`src/rtl/pm2_shuffle_pkg.sv`:
```
package pm2_shuffle_pkg;

   typedef enum logic [1:0] {
      OP_D2A  = 2'd0,
      OP_A2D  = 2'd1,
      OP_SWAP = 2'd2,
      OP_XFER = 2'd3
   } shf_op_e;

   typedef enum logic [1:0] {
      ST_IDLE = 2'd0,
      ST_RUN  = 2'd1,
      ST_FIN  = 2'd2
   } shf_state_e;

   function automatic int unsigned idx_width(input int unsigned m);
      return (m > 1) ? $clog2(m) : 1;
   endfunction

   function automatic int unsigned step_width(input int unsigned m);
      return $clog2(2 * m + 3);
   endfunction

endpackage

```
`src/rtl/pm2_seq_ctrl.sv`:
```
module pm2_seq_ctrl
   import pm2_shuffle_pkg::*;
#(
   parameter int unsigned M = 3,
   localparam int unsigned STEPS = 2 * M + 2,
   localparam int unsigned SW = step_width(M)
) (
   input  logic          clk,
   input  logic          rst,
   input  logic          start,
   output logic          run,
   output logic          fin,
   output logic [SW-1:0] step
);

   localparam logic [SW-1:0] LAST = SW'(STEPS - 1);

   shf_state_e    state_q;
   logic [SW-1:0] step_q;

   always_ff @(posedge clk) begin
      if (rst) begin
         state_q <= ST_IDLE;
         step_q  <= '0;
      end else begin
         unique case (state_q)
            ST_IDLE: begin
               step_q <= '0;
               if (start) state_q <= ST_RUN;
            end
            ST_RUN: begin
               if (step_q == LAST) begin
                  state_q <= ST_FIN;
                  step_q  <= '0;
               end else begin
                  step_q <= step_q + 1'b1;
               end
            end
            default: begin
               state_q <= ST_IDLE;
               step_q  <= '0;
            end
         endcase
      end
   end

   assign run  = (state_q == ST_RUN);
   assign fin  = (state_q == ST_FIN);
   assign step = step_q;

endmodule

```
`src/rtl/pm2_step_decode.sv`:
```
module pm2_step_decode
   import pm2_shuffle_pkg::*;
#(
   parameter int unsigned M = 3,
   localparam int unsigned STEPS = 2 * M + 2,
   localparam int unsigned SW = step_width(M),
   localparam int unsigned IW = idx_width(M)
) (
   input  logic          run,
   input  logic [SW-1:0] step,
   output shf_op_e       op,
   output logic [M-1:0]  care,
   output logic [M-1:0]  value,
   output logic          neg,
   output logic [IW-1:0] idx
);

   localparam logic [M-1:0]  BIT0    = M'(1);
   localparam logic [SW-1:0] S_HEAD1 = SW'(1);
   localparam logic [SW-1:0] S_TAIL0 = SW'(STEPS - 2);
   localparam logic [SW-1:0] S_TAIL1 = SW'(STEPS - 1);

   logic [SW-1:0] loop_j;
   logic [M-1:0]  loop_hot;
   logic [IW-1:0] loop_idx;

   assign loop_j = step >> 1;

   for (genvar g = 0; g < M; g++) begin : g_hot
      assign loop_hot[g] = (loop_j == SW'(g));
   end

   always_comb begin
      loop_idx = '0;
      for (int g = 0; g < M; g++) begin
         if (loop_hot[g]) loop_idx = IW'(g);
      end
   end

   always_comb begin
      op    = OP_D2A;
      care  = '0;
      value = '0;
      neg   = 1'b0;
      idx   = '0;
      if (run) begin
         care = BIT0;
         if (step == '0) begin
            op = OP_D2A;
         end else if (step == S_HEAD1) begin
            op    = OP_XFER;
            value = BIT0;
         end else if (step == S_TAIL0) begin
            op = OP_XFER;
         end else if (step == S_TAIL1) begin
            op = OP_A2D;
         end else if (!step[0]) begin
            op    = OP_SWAP;
            care  = loop_hot | BIT0;
            value = loop_hot;
         end else begin
            op  = OP_XFER;
            idx = loop_idx;
         end
      end
   end

endmodule

```
`src/rtl/pm2_shuffle_seq.sv`:
```
module pm2_shuffle_seq
   import pm2_shuffle_pkg::*;
#(
   parameter int unsigned M = 3,
   localparam int unsigned SW = step_width(M),
   localparam int unsigned IW = idx_width(M)
) (
   input  logic          clk,
   input  logic          rst,
   input  logic          start,
   output logic          cmd_valid,
   output logic [1:0]    cmd_op,
   output logic [M-1:0]  cmd_care,
   output logic [M-1:0]  cmd_value,
   output logic          cmd_neg,
   output logic [IW-1:0] cmd_idx,
   output logic          done
);

   if (M < 2 || M > 6) begin : g_bad_m
      $error("pm2_shuffle_seq: M must lie in 2..6");
   end

   logic          run_w;
   logic          fin_w;
   logic [SW-1:0] step_w;
   shf_op_e       op_w;

   pm2_seq_ctrl #(.M(M)) u_ctrl (
      .clk   (clk),
      .rst   (rst),
      .start (start),
      .run   (run_w),
      .fin   (fin_w),
      .step  (step_w)
   );

   pm2_step_decode #(.M(M)) u_dec (
      .run   (run_w),
      .step  (step_w),
      .op    (op_w),
      .care  (cmd_care),
      .value (cmd_value),
      .neg   (cmd_neg),
      .idx   (cmd_idx)
   );

   assign cmd_valid = run_w;
   assign cmd_op    = op_w;
   assign done      = fin_w;

endmodule

```
`config.mk`:
```
export PLATFORM = sky130hd
export DESIGN_NAME = pm2_shuffle_seq
export DESIGN_NICKNAME = d
export VERILOG_FILES = /design/src/rtl/pm2_shuffle_pkg.sv /design/src/rtl/pm2_seq_ctrl.sv /design/src/rtl/pm2_step_decode.sv /design/src/rtl/pm2_shuffle_seq.sv
export SDC_FILE = /design/constraint.sdc
export NUM_CORES = 1
export LEC_CHECK = 0
export CORE_AREA = 2 2 39 41
export DETAILED_ROUTE_END_ITERATION = 6
export DIE_AREA = 0 0 41 43
export GPL_TIMING_DRIVEN = 0
export PLACE_DENSITY = 0.66
export SLEW_MARGIN = 20
export SYNTH_ARGS = -nofsm -noshare
export SYNTH_HDL_FRONTEND = slang
export SYNTH_SLANG_ARGS = --single-unit
export TNS_END_PERCENT = 50
```
`constraint.sdc`:
```
create_clock -name clk -period 3.9 [get_ports clk]
set_clock_uncertainty 0.1 [all_clocks]
set_input_delay 0.78 -clock clk [delete_from_list [all_inputs] [get_ports clk]]
set_output_delay 0.78 -clock clk [all_outputs]
set_load 0.05 [all_outputs]
```
== Word-level counts from Yosys, hierarchy flattened ==
Index checks and enable logic that the tools add are counted.
Storage, ports and cells
  word-level logic and storage cells: 47
  bits in registers: 6
  input bits: 3
  output and inout port bits: 13
Cells by class
  add/subtract/negate cells: 1
  mux-type cells: 29
  bitwise logic cells: 1
  equality and inequality tests: 9
  reduce and logical (&&, ||, !) cells: 5
Operators by type and width (count)
  $mux 3: 12
  $mux 2: 14
  $eq 4x3->1 const B: 2
  $logic_not 4->1: 2
  $add 4x1->4 const B: 1
  $eq 4x1->1 const B: 1
  $pmux 2 s2: 1
  $eq 3x1->1 const B: 1
  $eq 3x2->1 const B: 1
  $reduce_or 3->1: 1
  $eq 2x1->1 const B: 1
  $eq 2x2->1 const B: 1
  $logic_not 2->1: 1
  $mux 1: 2
  $ne 2x1->1 const B: 1
  $ne 2x2->1 const B: 1
  $reduce_and 2->1: 1
  $not 1->1: 1

== Longest topological paths before layout ==
Gate-level depths: netlist (run 1).
  depth in word-level cells: 9
  gate-level depth with buffers: 6
  depth with buffers taken out: 5

== Hierarchy ==
Synthesis (run 1) repeated with hierarchy kept, for this count alone.
Unflattened totals
  cells, all modules: 43
  area total of the unflattened synthesis: 360.3 um^2
By module, submodules not included
  pm2_seq_ctrl: area an instance 236.5 um^2, cells an instance 24, instances 1, sequential area each 120.1 um^2
  pm2_step_decode: area an instance 123.9 um^2, cells an instance 19, instances 1, sequential area each 0.0 um^2

== Least setup slack after synthesis (run 1) ==
No wires, ideal clock.
  path kind: reg-to-output
  start: reg u_ctrl.step_q[0] (netlist: u_ctrl.step[0])
  end: out cmd_value[2]
  required time: 3020 ps
  cell stages (with the launch flop): 7
  setup slack: 34 ps
  arrival time: 2986 ps
  path buffers: 1
  cells stage by stage: dfxtp_1 > inv_2 > ha_1 > nor3b_4 > o31ai_2 > nor4_1 > buf_4
On the way
  longest elaborated chain between the ends: 6
  elaborated cells on any way between the ends: 10
  classes of those cells: eq/ne (3); mux (6); reduce/logical (1)
Ends and longest elaborated chain
  from (decl): line pm2_seq_ctrl.sv:19  | logic [SW-1:0] step_q;
  from (signal assigned): line pm2_seq_ctrl.sv:36  | step_q <= step_q + 1'b1;
  $eq 4x3->1 / $mux 3 (equally long branches): line pm2_step_decode.sv:55, pm2_step_decode.sv:57
  $mux 3: line pm2_step_decode.sv:55  | end else if (step == S_TAIL1) begin
  $mux 3: line pm2_step_decode.sv:53  | end else if (step == S_TAIL0) begin
  $mux 3: line pm2_step_decode.sv:50  | end else if (step == S_HEAD1) begin
  $mux 3 *: line pm2_step_decode.sv:48  | if (step == '0) begin
  $mux 3 *: line pm2_step_decode.sv:46  | if (run) begin
  to (decl): line pm2_shuffle_seq.sv:14  | output logic [M-1:0] cmd_value,
Mark *: on every way between the ends. The rest lies on a longest branch, timed or not.

== Final worst setup path (run 1) ==
Same ends and word-level chain as after synthesis.

==> results.json, run 1 <==
{
  "post_cts_buffers": 0,
  "fin_setup_tns_ns": 0,
  "ys_ff_latch": 6,
  "yosys_most_used_dff": "dfxtp_1",
  "dieWidth_um": 41,
  "max_freq_ghz": 0.289,
  "ys_seq_area_share_pct": 24.3,
  "syn_to_final_growth_pct": 37.0,
  "core_area_sq_um": 1380,
  "total_leakage_power_nw": 0.270,
  "cts_sinks": 6,
  "status": "completed",
  "root_buffer": "clkbuf_4",
  "rows": 14,
  "crit_path_max_fanout": 6,
  "clock_path_buffers": 2,
  "yosysWarnings": 0,
  "drc": 0,
  "hold_depth": 1,
  "vias": 419,
  "tightest_slew_ns": 0.495,
  "cts_hold_buffers": 0,
  "hp-class": "reg2reg",
  "cp.arrival_ns": 2.59,
  "max_cap_violations": 0,
  "avgSynthCellArea_sq_um": 9.32,
  "synth_top_area_share_pct": 24.3,
  "die-area_sq_um": 1760,
  "drive_gt1_share_pct": 27.1,
  "routed_wl_um": 912,
  "start_kind": "flip-flop",
  "critical_path_class": "reg2out",
  "dp.cells": 83,
  "grt_pass1_vias": 388,
  "cp.required_ns": 3.02,
  "finalCritPeriodShare_pct": 88.9,
  "synth.distinct_cells": 29,
  "multiInputGateArea_sq_um": 303,
  "place_ws_ns": 0.675,
  "grt_max_degree": 11,
  "firstDrtPassIters": 4,
  "r2r_cells": 3,
  "fin_nets": 79,
  "synth_edf_count": 0,
  "clk_pin_slew_worst_paths_ns": 0.04,
  "synth_top_area_cell": "dfxtp_1",
  "synth_cells": 53,
  "final_cells": 86,
  "port_buffers": 14,
  "cts_max_level": 1,
  "fin_crit_ns": 3.47,
  "total_power_mw": 0.158,
  "ant_nets": 0,
  "timing.final.max_slew_violations": 0,
  "cts_tree": "yes",
  "timing.final.ws_setup_ns": 0.434,
  "grt_overflow": 0,
  "p_per_area_nw_per_um2": 233,
  "clk_latency_ns": 0.24,
  "start_util_pct": 35.7,
  "rsz0062_at_grt": "no",
  "antenna_cells": 0,
  "async_reset_ff_share_pct": 0,
  "drt_iter0_drc": 5,
  "fillers": 149,
  "final_hold_viol_count": 0,
  "slew_headroom_pct": 66.9,
  "wl_per_cell_um": 10.6,
  "synth_common_cells": "6 x dfxtp_1, 5 x nor2_1, 4 x buf_4, 4 x ha_1",
  "synth_area_leaders": "dfxtp_1 24%, ha_1 10%, buf_4 6.1%, a2111oi_4 5.6%, nor4_2 5.1%",
  "synth_area_sq_um": 494,
  "viasPerCell": 4.87,
  "cts_buffers": 3,
  "hold_ws_ns": 0.382,
  "pin_count": 16,
  "grt_pass1_wl_um": 1590,
  "die_h_um": 43,
  "gp_congestion": 0.691,
  "regArea_sq_um": 120,
  "cts-resized-gates": 0,
  "grt_usage_pct": 13.4,
  "ir_drop_mv": 0.143,
  "grt_antenna_before_repair": 0,
  "yosysMostFrequentCell": "dfxtp_1",
  "worstSetupEndpointType": "output port",
  "synth_nets": 60,
  "finalSetupViolations": 0
}
## sequential cells by signal (all words and copies together), names as in the netlist
signal / count
u_ctrl.step: 4
u_ctrl.state_q: 2
## path summary, 6_finish.rpt
| check | startpoint | to | slack [ns] |
|---|---|---|---|
| max | u_ctrl.step[0] | cmd_value[2] | 0.43 |
| min reg2reg | u_ctrl.state_q[1] | u_ctrl.state_q[0] | 0.38 |
| max reg2reg | u_ctrl.step[1] | u_ctrl.state_q[1] | 2.38 |
| min | u_ctrl.state_q[1] | u_ctrl.state_q[0] | 0.38 |
## cell families (layout without fill, tap and decap cells)
logic type	Yosys count	in the layout	share of synthesized area [%]
AND/OR/NAND/NOR	23	23	32.2
buffers and inverters	11	28	14.4
AO/OA/AOI/OAI	6	6	14.4
flip-flops	6	6	24.3
adder cells (fa/ha/maj)	4	4	10.1
other	1	1	0.759
XOR/XNOR	1	1	1.77
multiplexers	1	1	2.03
## cells in the final DEF, fill, tap and decap left out
master            n
clkdlybuf4s50_1  14
dfxtp_1           6
nor2_1            5
ha_1              4
buf_4             4
inv_2             3
nor3_1            3
clkbuf_4          3
buf_6             2
inv_1             2
nor4_2            2
nand2_1           2
nor4_1            2
nand2b_1          1
nor3b_4           1
o31ai_2           1
o311a_1           1
nand3_2           1
and3_4            1
o211a_1           1
nor2b_1           1
or3_1             1
o22ai_1           1
a21oi_1           1
nor4b_1           1
xnor2_1           1
a2111oi_4         1
nand3_1           1
mux2i_1           1
nor3b_1           1
conb_1            1
## area by class of cell
class                   instances  area share, %
flip-flops and latches          6           17.7
inverters                       5           2.77
clock buffers                   3           3.33
plain buffers                   6           7.76
repair buffers                 14           20.7
well taps                      16           2.96
multi-input cells              36           44.7
## through the flow
step           instance area [sq um]  utilization, %
6_report                         677            48.9
3_5_place_dp                     654            47.3
3_3_place_gp                     654            47.3
2_1_floorplan                    494               -
5_1_grt                          677            48.9
4_1_cts                          677            48.9
## worst max-delay path, cell delays in order (launching register included)
cell,delay [ns]
dfxtp_1,0.42
inv_2,0.10
ha_1,0.25
nor3b_4,0.19
o31ai_2,0.10
nor4_1,0.33
buf_4,0.17
clkdlybuf4s50_1,0.78
## power by group
group	internal (mW)	leakage [nW]	switching, mW	total [mW]
Sequential	0.0631	0.0489	0.00255	0.0657
Clock	0.0347	0.0138	0.0208	0.0555
Combinational	0.0144	0.207	0.0222	0.0366
## layer usage
layer | GRT usage [%] | up-vias | part of all wire, %
li1 | - | 217 | -
met4 | 12.0 | 0 | 1.5
met3 | 1.57 | 2 | 6.1
met1 | 16.2 | 186 | 41
met5 | 0 | - | 0
met2 | 19.4 | 14 | 51
Note: power is estimated with default switching activity, not from simulation.
==> run 2: changes to the inputs <==
Settings changed: CAP_MARGIN from default to 20, CORE_AREA 2 2 39 41 to 3 3 40 42, DIE_AREA 0 0 41 43 to 0 0 43 45, GPL_TIMING_DRIVEN 0 to 1.
==> run 2 against run 1 <==
Compared with the run above:
- sequential power about the same
- clock-buffer cell count stayed put
- global-route usage fell by 3.2 points
- wire length down 6.5%
- sequential cell count unchanged
- via count is 3.1% lower
- critical path depth shrank 1
- first-iteration DRC count rose by 100%
==> results.json, run 2 (same netlist as run 1, synthesis figures left out) <==
{
  "p_per_area_nw_per_um2": 246,
  "drive_gt1_share_pct": 20.3,
  "place_area_sq_um": 601,
  "final_common_cell": "clkdlybuf4s50_1",
  "firstDrtPassIters": 4,
  "cp.required_ns": 3.02,
  "fin_nets": 73,
  "rows": 13,
  "dieWidth_um": 43,
  "pin_count": 16,
  "total_leakage_power_nw": 0.236,
  "antenna_cells": 0,
  "final_cells": 79,
  "finalCritPeriodShare_pct": 86.8,
  "critical_path_class": "reg2out",
  "worstSetupEndpointType": "output port",
  "r2r_cells": 3,
  "stdcell_area_sq_um": 623,
  "dp.cells": 76,
  "grt_max_degree": 11,
  "core_area_sq_um": 1280,
  "cp.arrival_ns": 2.51,
  "max_freq_ghz": 0.295,
  "crit_path_max_fanout": 8,
  "die-area_sq_um": 1940,
  "start_util_pct": 38.5,
  "finalSetupViolations": 0,
  "cts_hold_buffers": 0,
  "routed_wl_um": 853,
  "root_buffer": "clkbuf_4",
  "hold_depth": 1,
  "die_h_um": 45,
  "wl_per_cell_um": 10.8,
  "syn_to_final_growth_pct": 26.1,
  "cts_tree": "yes",
  "rsz0062_at_grt": "no",
  "vias": 406,
  "max_cap_violations": 0,
  "final_cell_mix": "14 x clkdlybuf4s50_1, 6 x dfxtp_1, 5 x nor2_1",
  "ir_drop_mv": 0.149,
  "largest_register_ffs": 4,
  "fin_setup_tns_ns": 0,
  "cts-resized-gates": 0,
  "post-dp-hpwl_um": 685,
  "cts_max_level": 1,
  "status": "completed",
  "drc": 0,
  "cts_sinks": 6,
  "clk_latency_ns": 0.24,
  "grt_overflow": 0,
  "grt_usage_pct": 10.2,
  "viasPerCell": 5.14,
  "grt_pass1_wl_um": 1480,
  "start_kind": "flip-flop",
  "post_cts_buffers": 0,
  "grt_pass1_vias": 376,
  "drt_iter0_drc": 10,
  "clk_pin_slew_worst_paths_ns": 0.04,
  "grt_antenna_before_repair": 0,
  "clock_path_buffers": 2,
  "rrSetupSlack_ns": 2.38,
  "gp_congestion": 0.659,
  "timing.final.max_slew_violations": 0,
  "port_buffers": 14,
  "fin_crit_ns": 3.39,
  "hp-class": "reg2reg",
  "cts_buffers": 3,
  "ant_nets": 0,
  "final_hold_viol_count": 0
}
==> run 2: cell types whose count changed in the layout (fill, tap and decap cells not counted), sizes merged <==
cell / delta
buf: -6
==> run 2: path summary, 6_finish.rpt <==
kind / startpoint / end
setup / recovery: u_ctrl.step[1] / cmd_idx[0]
hold / removal: u_ctrl.state_q[1] / u_ctrl.state_q[0]
setup reg to reg: u_ctrl.step[1] / u_ctrl.state_q[1]
hold reg to reg: u_ctrl.state_q[1] / u_ctrl.state_q[0]
==> run 2: power breakdown <==
| part | switching (mW) | internal (mW) | total (mW) |
|---|---|---|---|
| logic | 0.0213 | 0.0115 | 0.0328 |
| registers | 0.00260 | 0.0631 | 0.0657 |
| clock network | 0.0201 | 0.0347 | 0.0547 |
| total | 0.0440 | 0.109 | 0.153 |
==> run 2: per-layer routing <==
layer	GRT usage, %	share of wire (%)	vias up
li1	-	-	205
met1	10.8	39	184
met2	17.1	53	15
met3	1.99	7.0	2
met4	9.04	0.47	0
met5	0	0	-
==> run 2: layout make-up <==
| type | instances | area (sq um) |
|---|---|---|
| fill | 138 | 662 |
| clock buffer | 3 | 22.5 |
| multi-input combinational | 36 | 303 |
| sequential | 6 | 120 |
| inverter | 5 | 18.8 |
| tap | 15 | 18.8 |
| timing repair buffer | 14 | 140 |
==> run 2: metrics by stage <==
stage          hold WS (ns)  power (mW)  worst slack, ns  util (%)
2_1_floorplan         0.341      0.0933           0.0340         -
3_3_place_gp          0.365      0.0998            0.729      46.7
3_5_place_dp          0.379      0.0999            0.755      46.7
4_1_cts               0.377       0.158            0.483      48.5
5_1_grt               0.398       0.161            0.362      48.5
6_report              0.370       0.153            0.513      48.5
==> run 2: worst max-delay path, cell delays in order (launching register included) <==
cell and delay, ns:
dfxtp_1 0.49, inv_1 0.11, ha_1 0.21, nor3_1 0.29, nand3_2 0.12, nor4_2 0.21
clkdlybuf4s50_1 0.83
==> run 3: changes to the inputs <==
Settings changed: PLACE_DENSITY 0.66 to 0.55, SYNTH_HIERARCHICAL from default to 1.
==> run 3 against run 2 <==
Compared with the run above:
- wire length fell by 21%
- cell area fell by 18%
- final cell count fell by 10%
- clock-buffer cell count did not move
- setup slack improved by 0.22 ns
- sequential power rose by 2%
- critical path type unchanged
- largest cell class unchanged
- largest power group unchanged
==> results.json, run 3 <==
{
  "status": "completed",
  "cts_tree": "yes",
  "vias": 319,
  "synth_top_area_cell": "dfxtp_1",
  "yosysMostFrequentCell": "nor2_1",
  "synth_area_sq_um": 360,
  "cts-resized-gates": 0,
  "cts_max_level": 1,
  "grt_max_degree": 10,
  "worstSetupEndpointType": "output port",
  "antenna_cells": 0,
  "grt_usage_pct": 7.76,
  "dp.cells": 68,
  "tightest_slew_ns": 0.502,
  "async_reset_ff_share_pct": 0,
  "drive_gt1_share_pct": 12.5,
  "synth_top_area_share_pct": 33.3,
  "clock_path_buffers": 2,
  "synth_cells": 43,
  "fin_nets": 62,
  "crit_path_max_fanout": 6,
  "firstDrtPassIters": 4,
  "start_util_pct": 28.0,
  "grt_pass1_wl_um": 1150,
  "max_cap_violations": 0,
  "p_clk_share_pct": 35.7,
  "ys_seq_area_share_pct": 33.3,
  "wl_per_cell_um": 9.52,
  "switchingPower_mw": 0.0491,
  "grt_antenna_before_repair": 0,
  "routed_wl_um": 676,
  "core_area_sq_um": 1280,
  "largest_register_ffs": 4,
  "ys_ff_latch": 6,
  "final_cells": 71,
  "cp.required_ns": 3.02,
  "synth.distinct_cells": 24,
  "dieWidth_um": 43,
  "rsz0062_at_grt": "no",
  "root_buffer": "clkbuf_4",
  "start_kind": "flip-flop",
  "fin_setup_tns_ns": 0,
  "synth_nets": 47,
  "final_common_cell": "clkdlybuf4s50_1",
  "final_util_pct": 39.8,
  "clk_pin_slew_worst_paths_ns": 0.04,
  "slew_headroom_pct": 66.4,
  "p_sw_share_pct": 30.6,
  "total_leakage_power_nw": 0.194,
  "cts_buffers": 3,
  "synth_area_leaders": "dfxtp_1 33%, buf_4 8.3%, nor2_1 8.3%, nand3b_1 6.3%, ha_1 3.5%",
  "die-area_sq_um": 1940,
  "drt_iter0_drc": 10,
  "yosysWarnings": 6,
  "timing.final.max_slew_violations": 0,
  "post_cts_buffers": 0,
  "grt_pass1_vias": 305,
  "max_freq_ghz": 0.316,
  "syn_to_final_growth_pct": 42.0,
  "port_buffers": 14,
  "cts_sinks": 6,
  "viasPerCell": 4.49,
  "critical_path_class": "reg2out",
  "cp.arrival_ns": 2.28,
  "final_hold_viol_count": 0,
  "total_power_mw": 0.160,
  "avgSynthCellArea_sq_um": 8.38,
  "synth_common_cells": "8 x nor2_1, 6 x dfxtp_1, 4 x buf_4, 3 x nand3b_1",
  "clk_latency_ns": 0.24,
  "hold_ws_ns": 0.411,
  "synth_edf_count": 0,
  "pin_count": 16,
  "yosys_most_used_dff": "dfxtp_1",
  "rows": 13,
  "post-dp-hpwl_um": 532,
  "pwr-share-comb_pct": 22.5,
  "fin_crit_ns": 3.16,
  "grt_overflow": 0,
  "die_h_um": 45,
  "cts_hold_buffers": 0,
  "p_per_area_nw_per_um2": 313,
  "p_seq_share_pct": 41.9,
  "finalCritPeriodShare_pct": 81.1,
  "finalSetupViolations": 0,
  "drc": 0,
  "hp-class": "reg2reg",
  "p_int_mw": 0.111,
  "gp_congestion": 0.675,
  "final_cell_mix": "14 x clkdlybuf4s50_1, 8 x nor2_1, 6 x dfxtp_1",
  "ant_nets": 0,
  "ir_drop_mv": 0.139
}
run 3: path summary, 6_finish.rpt:
kind	start	endpoint	slack (ns)	cells past startpoint
max	u_ctrl/state_q[0]	cmd_care[1]	0.74	4
min	u_ctrl/state_q[0]	u_ctrl/state_q[1]	0.41	2
max reg2reg	u_ctrl/step[1]	u_ctrl/state_q[0]	2.70	4
min reg2reg	u_ctrl/state_q[0]	u_ctrl/state_q[1]	0.41	2
run 3: cell families after synthesis:
kind of cell               synth area share [%]
other                                      1.04
DFF                                        33.3
adders and majority gates                  3.47
buffers and inverters                      9.37
AOI/OAI and AO/OA                          2.08
xor gates and xnor gates                   4.86
and+or+nand+nor                            45.8
run 3: critical path: stages, from the launching register on:
cell and delay [ns]:
dfxtp_1 0.38, nor2b_1 0.31, or3b_1 0.41, nor2_1 0.14
clkdlybuf4s50_1 0.81
run 3: layout make-up:
cell class,instances,area [sq um]
Tap cell,15,18.8
Fill cell,148,773
Sequential cell,6,120
Inverter,1,3.75
Multi-Input combinational cell,32,206
Timing Repair Buffer,14,140
Clock buffer,3,22.5
run 3: per-stage QoR:
| stage | instance area, sq um | setup slack [ns] |
|---|---|---|
| after floorplan | 360 | 0.316 |
| after global placement | 489 | 0.984 |
| after detailed placement | 489 | 0.978 |
| after CTS | 512 | 0.705 |
| after global routing | 512 | 0.522 |
| final | 512 | 0.736 |
run 3: power by group through the flow:
stage          sequential, mW  clock, mW  combinational (mW)
6_report               0.0671     0.0572              0.0360
3_3_place_gp           0.0682          0              0.0364
2_1_floorplan          0.0676          0              0.0280
3_5_place_dp           0.0683          0              0.0363
5_1_grt                0.0678     0.0604              0.0385
4_1_cts                0.0671     0.0607              0.0365
run 3: metal layers:
metal | GRT usage, % | routed length (um)
met5 | 0 | 0
met4 | 5.42 | 0
met3 | 1.99 | 60
met2 | 13.2 | 320
met1 | 8.50 | 295
